===== src/rtl/db_pkg.sv =====
package db_pkg;

    localparam int DB_W    = 32;
    localparam int NUM_W   = 5;
    localparam int MAP_LSB = 8;

    localparam logic [DB_W-1:0] IPI_FIELD  = 32'h0000_00FF;
    localparam logic [DB_W-1:0] MSI_FIELD  = 32'hFFFF_0000;
    localparam logic [DB_W-1:0] IMPL_FIELD = IPI_FIELD | MSI_FIELD;

    typedef logic [DB_W-1:0] db_vec_t;

    typedef struct packed {
        logic             valid;
        logic [NUM_W-1:0] num;
    } db_hit_t;

    function automatic logic db_num_ok(logic [NUM_W-1:0] n);
        return IMPL_FIELD[n];
    endfunction

endpackage


===== src/rtl/db_trig_decode.sv =====
module db_trig_decode
    import db_pkg::*;
#(
    parameter int NUM_CPUS = 4
) (
    input  logic                   clk,
    input  logic                   rst,
    input  logic                   trig_we,
    input  db_vec_t                trig_data,
    output db_vec_t [NUM_CPUS-1:0] set_o
);

    db_hit_t hit;
    db_vec_t onehot;

    always_comb begin
        hit.num   = trig_data[NUM_W-1:0];
        hit.valid = trig_we && db_num_ok(hit.num);
        onehot    = '0;
        if (hit.valid) onehot[hit.num] = 1'b1;
    end

    for (genvar c = 0; c < NUM_CPUS; c++) begin : g_target
        assign set_o[c] = trig_data[MAP_LSB + c] ? onehot : '0;

        // a single trigger raises at most one doorbell per processor
        assert_single_bit_R2: assert property (@(posedge clk) disable iff (rst)
            $onehot0(set_o[c]));
    end

    // numbers in the unimplemented gap produce no set request
    assert_gap_ignored_R3: assert property (@(posedge clk) disable iff (rst)
        (trig_data[NUM_W-1:3] == 2'b01) |-> (set_o == '0));

endmodule


===== src/rtl/db_summary.sv =====
module db_summary
    import db_pkg::*;
(
    input  db_vec_t cause_i,
    input  db_vec_t mask_i,
    output logic    ipi_o,
    output logic    msi_o
);

    db_vec_t live;

    always_comb begin
        live  = cause_i & mask_i;
        ipi_o = |(live & IPI_FIELD);
        msi_o = |(live & MSI_FIELD);
    end

endmodule


===== src/rtl/db_cpu_bank.sv =====
module db_cpu_bank
    import db_pkg::*;
(
    input  logic    clk,
    input  logic    rst,
    input  db_vec_t set_i,
    input  logic    cause_we,
    input  logic    mask_we,
    input  db_vec_t wdata,
    output db_vec_t cause_o,
    output db_vec_t mask_o,
    output logic    ipi_o,
    output logic    msi_o
);

    db_vec_t cause_r;
    db_vec_t mask_r;

    always_ff @(posedge clk) begin
        if (rst) begin
            cause_r <= '0;
            mask_r  <= '0;
        end else begin
            if (cause_we) cause_r <= (cause_r & wdata) | set_i;
            else          cause_r <= cause_r | set_i;
            if (mask_we)  mask_r  <= wdata;
        end
    end

    assign cause_o = cause_r;
    assign mask_o  = mask_r;

    db_summary i_summary (
        .cause_i (cause_r),
        .mask_i  (mask_r),
        .ipi_o   (ipi_o),
        .msi_o   (msi_o)
    );

    // every requested set is visible after the edge, even under a clear
    assert_set_lands_R8: assert property (@(posedge clk) disable iff (rst)
        (set_i != '0) |=> ((cause_r & $past(set_i)) == $past(set_i)));

    // a clearing write never raises a bit that was not requested
    assert_clear_only_R4: assert property (@(posedge clk) disable iff (rst)
        (cause_we && set_i == '0) |=> ((cause_r & ~$past(cause_r)) == '0));

    // without writes or triggers the pending word holds
    assert_hold_R4: assert property (@(posedge clk) disable iff (rst)
        (!cause_we && set_i == '0) |=> $stable(cause_r));

    // the enable word changes only on its own write
    assert_mask_hold_R5: assert property (@(posedge clk) disable iff (rst)
        !mask_we |=> $stable(mask_r));

    // the gap bits stay clear
    assert_gap_clear_R3: assert property (@(posedge clk) disable iff (rst)
        (cause_r & ~IMPL_FIELD) == '0);

endmodule


===== src/rtl/doorbell_unit.sv =====
module doorbell_unit
    import db_pkg::*;
#(
    parameter  int NUM_CPUS = 4,
    localparam int SEL_W    = (NUM_CPUS > 1) ? $clog2(NUM_CPUS) : 1
) (
    input  logic                     clk,
    input  logic                     rst,
    input  logic                     trig_we,
    input  logic [DB_W-1:0]          trig_data,
    input  logic                     cpu_we,
    input  logic [SEL_W-1:0]         cpu_sel,
    input  logic                     cpu_reg_mask,
    input  logic [DB_W-1:0]          cpu_wdata,
    output logic [NUM_CPUS*DB_W-1:0] cause_q,
    output logic [NUM_CPUS*DB_W-1:0] mask_q,
    output logic [NUM_CPUS-1:0]      ipi_irq,
    output logic [NUM_CPUS-1:0]      msi_irq
);

    db_vec_t [NUM_CPUS-1:0] set_vec;

    db_trig_decode #(.NUM_CPUS(NUM_CPUS)) i_decode (
        .clk       (clk),
        .rst       (rst),
        .trig_we   (trig_we),
        .trig_data (trig_data),
        .set_o     (set_vec)
    );

    for (genvar c = 0; c < NUM_CPUS; c++) begin : g_cpu
        logic    hit_sel;
        db_vec_t cause_w;
        db_vec_t mask_w;

        assign hit_sel = cpu_we && (cpu_sel == SEL_W'(c));

        db_cpu_bank i_bank (
            .clk      (clk),
            .rst      (rst),
            .set_i    (set_vec[c]),
            .cause_we (hit_sel && !cpu_reg_mask),
            .mask_we  (hit_sel &&  cpu_reg_mask),
            .wdata    (cpu_wdata),
            .cause_o  (cause_w),
            .mask_o   (mask_w),
            .ipi_o    (ipi_irq[c]),
            .msi_o    (msi_irq[c])
        );

        assign cause_q[c*DB_W +: DB_W] = cause_w;
        assign mask_q[c*DB_W +: DB_W]  = mask_w;
    end

endmodule


===== config.mk =====
export PLATFORM = sky130hd
export DESIGN_NAME = doorbell_unit
export DESIGN_NICKNAME = d
export VERILOG_FILES = /design/src/rtl/db_pkg.sv /design/src/rtl/db_trig_decode.sv /design/src/rtl/db_summary.sv /design/src/rtl/db_cpu_bank.sv /design/src/rtl/doorbell_unit.sv
export SDC_FILE = /design/constraint.sdc
export NUM_CORES = 1
export LEC_CHECK = 0
export ABC_AREA = 1
export BUFFER_PORTS_ARGS = -buffer_cell sky130_fd_sc_hd__buf_2
export CORE_AREA = 8 8 160 162
export CTS_BUF_LIST = sky130_fd_sc_hd__clkbuf_16
export CTS_CLUSTER_DIAMETER = 120
export DETAILED_ROUTE_END_ITERATION = 6
export DIE_AREA = 0 0 168 170
export PLACE_DENSITY = 0.75
export REMOVE_ABC_BUFFERS = 1
export SLEW_MARGIN = 0
export SYNTH_ARGS = -nofsm -noshare
export SYNTH_HDL_FRONTEND = slang
export SYNTH_SLANG_ARGS = --single-unit
export TNS_END_PERCENT = 30

===== constraint.sdc =====
create_clock -name clk -period 1 [get_ports clk]
set_input_delay 0 -clock clk [delete_from_list [all_inputs] [get_ports clk]]
set_output_delay 0 -clock clk [all_outputs]
set_load 0.01 [all_outputs]

---- Word level (Yosys, flattened, before mapping) ----
Memories as Yosys holds them, arrays and structs flattened.
Index checks and enable logic that the tools add are counted.
word-level totals
  flip-flop bits (word level) ............. 256
  memory bits (read-only) ................. 32
  input bits .............................. 71
  output and inout port bits .............. 264
  word-level logic and storage cells ...... 66
  memories kept ........................... 1
memories
  memory            depth  bits a word  rd ports  clocked after Yosys merged registers in  write ports  line          source
  (name not given)  32     1            1         0                                        0            db_pkg.sv:19  return IMPL_FIELD[n];
cells by class
  order comparisons ....................... 2
  equality and inequality tests ........... 3
  mux-type cells .......................... 12
  bitwise gates (word level) .............. 16
  reductions and logical operators ........ 24
operators with widths
  kind                  count
  $mux W32              9
  $and A32 B32 Y32      8
  $or A32 B32 Y32       8
  $reduce_or A16 Y1     4
  $reduce_or A8 Y1      4
  $logic_and A1 B1 Y1   14
  $lt A5 B6 Y1 const B  1
  $demux W1 S5          1
  $ge A5 B1 Y1 const B  1
  $eq A2 B2 Y1 const B  2
  $eq A2 B1 Y1 const B  1
  $logic_not A2 Y1      1
  $mux W1               2
  $logic_not A1 Y1      1

---- Longest topological paths before layout ----
Gate-level depths: netlist (run 1).
  word-level depth ........................ 8
  depth in mapped cells ................... 7
  mapped depth without buffers ............ 5

---- By module ----
A second synthesis (run 1) with hierarchy kept.
unflattened totals
  cell total of the unflattened synthesis .. 1753
  area, all modules ....................... 12285.5 µm²
by module, submodules not included
  module          instances  cells an instance  area an instance (µm²)  seq. area each (µm²)
  db_cpu_bank     4          338                2572.5                  1281.2
  db_trig_decode  1          189                1176.1                  0.0
  db_summary      4          49                 188.9                   0.0
  doorbell_unit   1          16                 63.8                    0.0

---- Worst setup path after synthesis (run 1) ----
No wires, ideal clock.
  kind .................................... input to register
  start point ............................. input port cpu_reg_mask
  end point ............................... register g_cpu[3].i_bank.cause_r[0]
  arrival time ............................ 0.885 ns
  required time ........................... 0.868 ns
  setup slack ............................. -0.017 ns
  stages .................................. 7
  path buffers ............................ 3
  cells stage by stage .................... buf_2 > inv_2 > buf_2 > clkbuf_1 > nand3_1 > nand2_1 > a21oi_1
on the way
  longest elaborated chain between the ends .. 3
RTL lines
  item                  line                 source
  start, declared       doorbell_unit.sv:13  input logic cpu_reg_mask,
  $logic_not A1 Y1      doorbell_unit.sv:42  .cause_we (hit_sel && !cpu_reg_mask),
  $logic_and A1 B1 Y1   doorbell_unit.sv:42
  $mux W32              db_cpu_bank.sv:24    if (cause_we) cause_r <= (cause_r & wdata) | set_i;
  end signal, assigned  db_cpu_bank.sv:24
  end signal, assigned  db_cpu_bank.sv:25    else cause_r <= cause_r | set_i;
  end, declared         db_cpu_bank.sv:16    db_vec_t cause_r;
No other way between the ends.
A chain may end at the register's enable or synchronous reset.

---- Worst setup path after layout (run 1) ----
  start point ............................. register g_cpu[2].i_bank.cause_r[26]
  end point ............................... output port msi_irq[2]
on the way
  longest elaborated chain between the ends .. 2
RTL lines
  item                    line                 source
  start, declared         db_cpu_bank.sv:16
  start signal, assigned  db_cpu_bank.sv:24
  start signal, assigned  db_cpu_bank.sv:25
  $and A32 B32 Y32        db_summary.sv:13     live = cause_i & mask_i;
  $reduce_or A16 Y1       db_summary.sv:15     msi_o = |(live & MSI_FIELD);
  end, declared           doorbell_unit.sv:18  output logic [NUM_CPUS-1:0] msi_irq
No other way between the ends.

==> results.cfg, run 1 <==
[worst_setup_path]
crit_chain = nand2_2, nand4_1, nor2_2, nand2_1, buf_2
cp_top_family = simple AND/OR/NAND/NOR gates
worstPathBufferInverterCount = 1
timing.critical_path.arrival_ps = 1570
critPathLaunchType = flop
worstPathMaxFanout = 2
worst_r2r_path_depth = 5
cp-end-kind = primary output
cp_num_cells = 5
crit_path_top_delay_cell = dfxtp_2
worst_ep_required_time_ps = 1000
critPathKind = reg -> out
r2r_start = g_cpu[2].i_bank.cause_o[26]
setup.reg_to_reg.worst_slack_ps = 30
slowest_delay_ps = 330
ff_to_ff_end = g_cpu[2].i_bank.cause_o[26]

[clock_network]
clock_root_buffer_master = clkbuf_16
clkLatencyLatePin_ps = 530
cts.reportedPaths.clkPinSlew_ps = 60
cts_inserted_buffers = 28
tritoncts_num_sinks = 256
cts-htree-levels = 1
cts-root-to-sink-buffers = 3
tritoncts = yes

[yosys]
synth_top_area_frac = 0.492
syn-mean-instance-area_um2 = 7.49
synth_area_leaders = dfxtp_1, nand3_1, a21oi_1
ys_ff_latch = 256
synth_area_leader_cell = dfxtp_1
synth_cell_type_count = 21
synth.yosys.seq_area_share = 0.492
netlist_instances = 1391
synth.yosys.warnings = 0
syn_area_mm2 = 0.0104

[placement]
post-place-ws_ps = -261
post-dp-hpwl_um = 28500
finalWeightedCongestion = 0.880
placedCellCount = 1997
placement.io_buffers = 311

[timing]
report.final.slew_viol_count = 0
setup_violations_final = 126
final-hold-violation-count = 0
timing_worst_slew_pin_value_ps = 418
postLayoutSetupSlackWorst_ps = -565
fin_skew_ps = 0
rsz_0062_raised_after_global_routing = yes
max_slew_margin = 0.721
final.period_utilization = 1.57
max_freq_ghz = 0.639
worst_hold_slack_across_all_endpoints_ps = 18.9
final_min_period_ps = 1570

[status]
violated_checks = setup timing
outcome = finished, violations left

[global_routing]
grt_util_all_layers = 0.296
globalRoute.totalOverflow = 0
grt_max_degree = 84
number_of_antenna_violations_at_the_first_check_in_global_routing = 4
grt_first_pass_wirelength_um = 68200
via_count_of_the_first_global_routing_pass = 12100

[min_path]
hold_path_depth = 6
worst_hold_startpoint = trig_data[3]
min_to = g_cpu[1].i_bank.cause_o[0]
worst_hold_path_type = in -> reg

[die]
die_height_um = 170
ios = 335
floorplan.rows = 56
floorplan.initialDensity = 0.452
overall_die_width_um = 168
core_region_area_mm2 = 0.0231
die_area_mm2 = 0.0286

[finish]
final_net_count = 1896
filler_cell_count = 1533
drive_gt1_frac = 0.437
synthToLayoutAreaGrowth_pct = 62.3
multiInputGateArea_mm2 = 0.00449
sequential_cell_area_mm2 = 0.00550
finish.cell_count_without_fillers = 2136

[routing]
detail-route-antenna-nets = 0
routed_wire_length_per_instance_um = 22.2
route.detailed.vias_per_inst = 5.94
route.final.wire_length_um = 47400
firstDrtPassIters = 5
drt-initial-drc-count = 1437
drc_errors = 0
num_vias = 12700

[run]
max_cap_viols = 0

[power_and_ir_drop]
leakagePower_uw = 0.00705
largest_voltage_drop_on_the_vdd_net_uv = 1160
post-layout-total-power_uw = 22600
powerDensity_mw_per_mm2 = 1330
## cells in the final DEF, fill, tap and decap left out, types with 23 or more instances in the layout
cell type and count:
buf_6 325, nand2_1 241, nand3_1 234, dfxtp_2 233
a21oi_1 216, inv_1 93, buf_2 68, buf_4 64
o21ai_0 63, nor2_1 59, nand4_1 42, dlygate4sd3_1 39
clkbuf_16 31, o211ai_1 24, buf_12 23
## area by class of cell
| type | instances | share of cell area |
|---|---|---|
| inverter | 90 | 0.0201 |
| timing repair buffer | 521 | 0.318 |
| multi-input combinational | 928 | 0.266 |
| tap | 290 | 0.0214 |
| antenna | 3 | 0.000444 |
| sequential | 256 | 0.325 |
| clock inverter | 19 | 0.00651 |
| clock buffer | 29 | 0.0429 |
## power by group
group	total, µW	switching, µW	internal (µW)
sequential	10500	164	10300
clock	9650	4210	5440
combinational	2400	1440	957
total	22600	5810	16700
## cell usage after synthesis
master and n:
clkbuf_1 70, nand4_1 42, or2_2 1, buf_1 2, a22o_1 12, nand3_1 234, nand2_2 1, inv_1 88
buf_6 3, o21ai_1 9, nor2_2 3, nand3_2 1, buf_4 15, buf_2 27, o211ai_1 24, a21oi_1 216
inv_2 2, o21ai_0 63, nor2_1 68, nand2_1 254, dfxtp_1 256
## stage by stage
step	cell area, µm²	util	TNS [ps]
after floorplan	9870	-	-340450
after CTS	16200	0.704	-10590
after detailed placement	13000	0.565	-28040
final	16900	0.734	-11750
after global routing	16900	0.734	-15870
after global placement	13000	0.565	-23920
## flip-flops by register name (all words and copies together) (netlist names)
register	cells
g_cpu.i_bank.cause_o	128
g_cpu.i_bank.mask_o	128
## timing repair
item                       4_1_cts  5_1_grt
gates cloned                     0        2
setup endpoints to repair      248      247
setup buffers                   12       61
hold endpoints to repair       256        0
gates resized for setup        549      118
hold buffers                    39        0
pin swaps                       23       18
## cell families after synthesis
logic type / after synthesis / synth area share
flip-flops: 256 / 0.492
AND/OR/NAND/NOR: 604 / 0.257
buffers and inverters: 207 / 0.0853
AO/OA/AOI/OAI: 324 / 0.166
## per-layer routing
layer / up-vias / part of all wire / track usage / routed length [µm]
li1: 5578 / - / - / -
met2: 940 / 0.47 / 0.488 / 22400
met4: 2 / 0.060 / 0.171 / 2830
met5: - / 0.00032 / 0 / 15
met3: 232 / 0.11 / 0.0688 / 5100
met1: 5930 / 0.36 / 0.352 / 17000
## worst max path at each step
stage	startpoint	endpoint	slack [ps]
floorplan	cpu_we	g_cpu[2].i_bank.mask_o[0]	-2270
detailed placement	cpu_we	g_cpu[2].i_bank.cause_o[13]	-260
global route	g_cpu[1].i_bank.cause_o[22]	msi_irq[1]	-650
global placement	cpu_we	g_cpu[2].i_bank.cause_o[11]	-200
finish	g_cpu[2].i_bank.cause_o[26]	msi_irq[2]	-570
CTS	g_cpu[2].i_bank.mask_o[27]	msi_irq[2]	-560
## worst register-to-register path, cell delays in order (launching register included)
cell	delay, ps
dfxtp_2	330
buf_6	120
buf_4	120
buf_4	130
nand2_1	70
a21oi_1	70
(Power assumes the default switching activity.)
==> inputs of run 2 (changes only) <==
--- a/config.mk
+++ b/config.mk
@@ -7,11 +7,12 @@
 export LEC_CHECK = 0
 export ABC_AREA = 1
 export BUFFER_PORTS_ARGS = -buffer_cell sky130_fd_sc_hd__buf_2
-export CORE_AREA = 8 8 160 162
+export CORE_AREA = 8 8 137 190
 export CTS_BUF_LIST = sky130_fd_sc_hd__clkbuf_16
 export CTS_CLUSTER_DIAMETER = 120
 export DETAILED_ROUTE_END_ITERATION = 6
-export DIE_AREA = 0 0 168 170
+export DIE_AREA = 0 0 145 198
+export MAX_ROUTING_LAYER = met4
 export PLACE_DENSITY = 0.75
 export REMOVE_ABC_BUFFERS = 1
 export SLEW_MARGIN = 0
==> results.cfg, run 2 (synthesized netlist as in run 1, its figures left out) <==
[die]
floorplan.rows = 66
floorplan.initialDensity = 0.452
die_area_mm2 = 0.0287
ios = 335
overall_die_width_um = 145
core_region_area_mm2 = 0.0230
die_height_um = 198

[routing]
detail-route-antenna-nets = 0
routed_wire_length_per_instance_um = 22.5
route.detailed.vias_per_inst = 5.90
drt-initial-drc-count = 1157
drc_errors = 0
firstDrtPassIters = 7
num_vias = 12700
route.final.wire_length_um = 48600

[timing]
worst_hold_slack_across_all_endpoints_ps = 10.4
timing.setup.tns_ps = -11620
timing_worst_slew_pin_value_ps = 403
max_slew_margin = 0.731
final-hold-violation-count = 0
rsz_0062_raised_after_global_routing = yes
final_min_period_ps = 1610
fin_skew_ps = 0
report.final.slew_viol_count = 0
max_freq_ghz = 0.622
setup_violations_final = 114
postLayoutSetupSlackWorst_ps = -608
final.period_utilization = 1.61

[global_routing]
number_of_antenna_violations_at_the_first_check_in_global_routing = 2
globalRoute.totalOverflow = 0
grt_first_pass_wirelength_um = 70300
via_count_of_the_first_global_routing_pass = 12800
grt_util_all_layers = 0.313
grt_max_degree = 76

[worst_setup_path]
slowest_delay_ps = 350
crit_path_start = g_cpu[2].i_bank.mask_o[18]
setup.reg_to_reg.worst_slack_ps = 60
cp_top_family = simple AND/OR/NAND/NOR gates
crit_chain = nand2_2, nand4_1, nor2_2, buf_6, nand2_4, buf_6
crit_path_top_delay_cell = dfxtp_2
worstPathBufferInverterCount = 2
worstPathMaxFanout = 2
critPathKind = reg -> out
r2r_start = g_cpu[1].i_bank.cause_o[24]
cp-end-kind = primary output
ff_to_ff_end = g_cpu[1].i_bank.cause_o[24]
critPathLaunchType = flop
worst_r2r_path_depth = 5
cp_common_cell = buf_6
worst_ep_required_time_ps = 1000
timing.critical_path.arrival_ps = 1610

[clock_network]
clock_root_buffer_master = clkbuf_16
cts.reportedPaths.clkPinSlew_ps = 70
cts-htree-levels = 1
cts-root-to-sink-buffers = 3
cts_inserted_buffers = 25
tritoncts = yes
tritoncts_num_sinks = 256
clkLatencyLatePin_ps = 520

[placement]
placement.io_buffers = 311
post-dp-hpwl_um = 30100
finalWeightedCongestion = 0.872

[power_and_ir_drop]
largest_voltage_drop_on_the_vdd_net_uv = 1130
post-layout-total-power_uw = 22300
powerDensity_mw_per_mm2 = 1320
leakagePower_uw = 0.00705

[min_path]
worst_hold_path_type = in -> reg
min_to = g_cpu[3].i_bank.cause_o[4]
worst_hold_startpoint = trig_data[2]
hold_path_depth = 5

[run]
max_cap_viols = 0

[finish]
layout.cells.most_common = buf_6
final_net_count = 1902
most-common-layout-cells = buf_6, nand3_1, nand2_1, dfxtp_2, a21oi_1
drive_gt1_frac = 0.445
synthToLayoutAreaGrowth_pct = 61.1

[status]
outcome = finished, violations left
violated_checks = setup timing
## run 2: cell count changes in the layout (fill, tap and decap cells not counted), moves of 6 or more
cell       previous run  this run
buf_2                68        98
buf_4                64        71
dfxtp_2             233       227
nand2_2              13        24
buf_6               325       302
clkbuf_16            31        25
nand2_1             241       228
dfxtp_1               1         9
## run 2: cell type report
cell class,instances,area [µm²]
multi-input combinational,928,4560
clock inverter,19,165
clock buffer,25,626
timing repair buffer,530,5240
antenna,2,5.00
sequential,256,5480
tap,306,383
inverter,90,338
fill,1526,6240
## run 2: worst max-delay path by stage
stage                                       to  cells past startpoint
floorplan            g_cpu[2].i_bank.mask_o[0]                      5
global placement    g_cpu[0].i_bank.mask_o[30]                      6
detailed placement  g_cpu[0].i_bank.mask_o[27]                      6
CTS                                 msi_irq[2]                      6
global route                        msi_irq[2]                      6
finish                              msi_irq[2]                      6
## run 2: metrics by stage
stage	area (µm²)	worst slack [ps]	utilization	instances
floorplan	9870	-2270	-	1274
global placement	13300	-251	0.577	2046
detailed placement	13300	-255	0.577	2046
CTS	16000	-566	0.694	2140
global route	16800	-655	0.729	2156
finish	16800	-608	0.729	2156
## run 2: power by group
group,total (µW),switching (µW),internal [µW]
logic,2390,1450,941
registers,10500,154,10300
clock network,9370,4070,5300
## run 2: timing repair
| action | in CTS | in global routing |
|---|---|---|
| resized for setup | 440 | 214 |
| setup buffers | 19 | 30 |
| endpoints found under the setup margin | 213 | 236 |
| endpoints found under the hold margin | 256 | 0 |
| pin swaps | 18 | 19 |
| hold buffers | 37 | 0 |
## run 2: per-layer routing
| metal | part of all wire | global-route usage |
|---|---|---|
| met1 | 0.35 | 0.331 |
| met2 | 0.48 | 0.524 |
| met3 | 0.099 | 0.0749 |
| met4 | 0.072 | 0.199 |
| met5 | 0 | - |
## run 2: worst min-delay path: stages
cell and delay (ps):
buf_2 120, nand2_1 140, nor2_1 110, nand3_1 80, a21oi_1 50
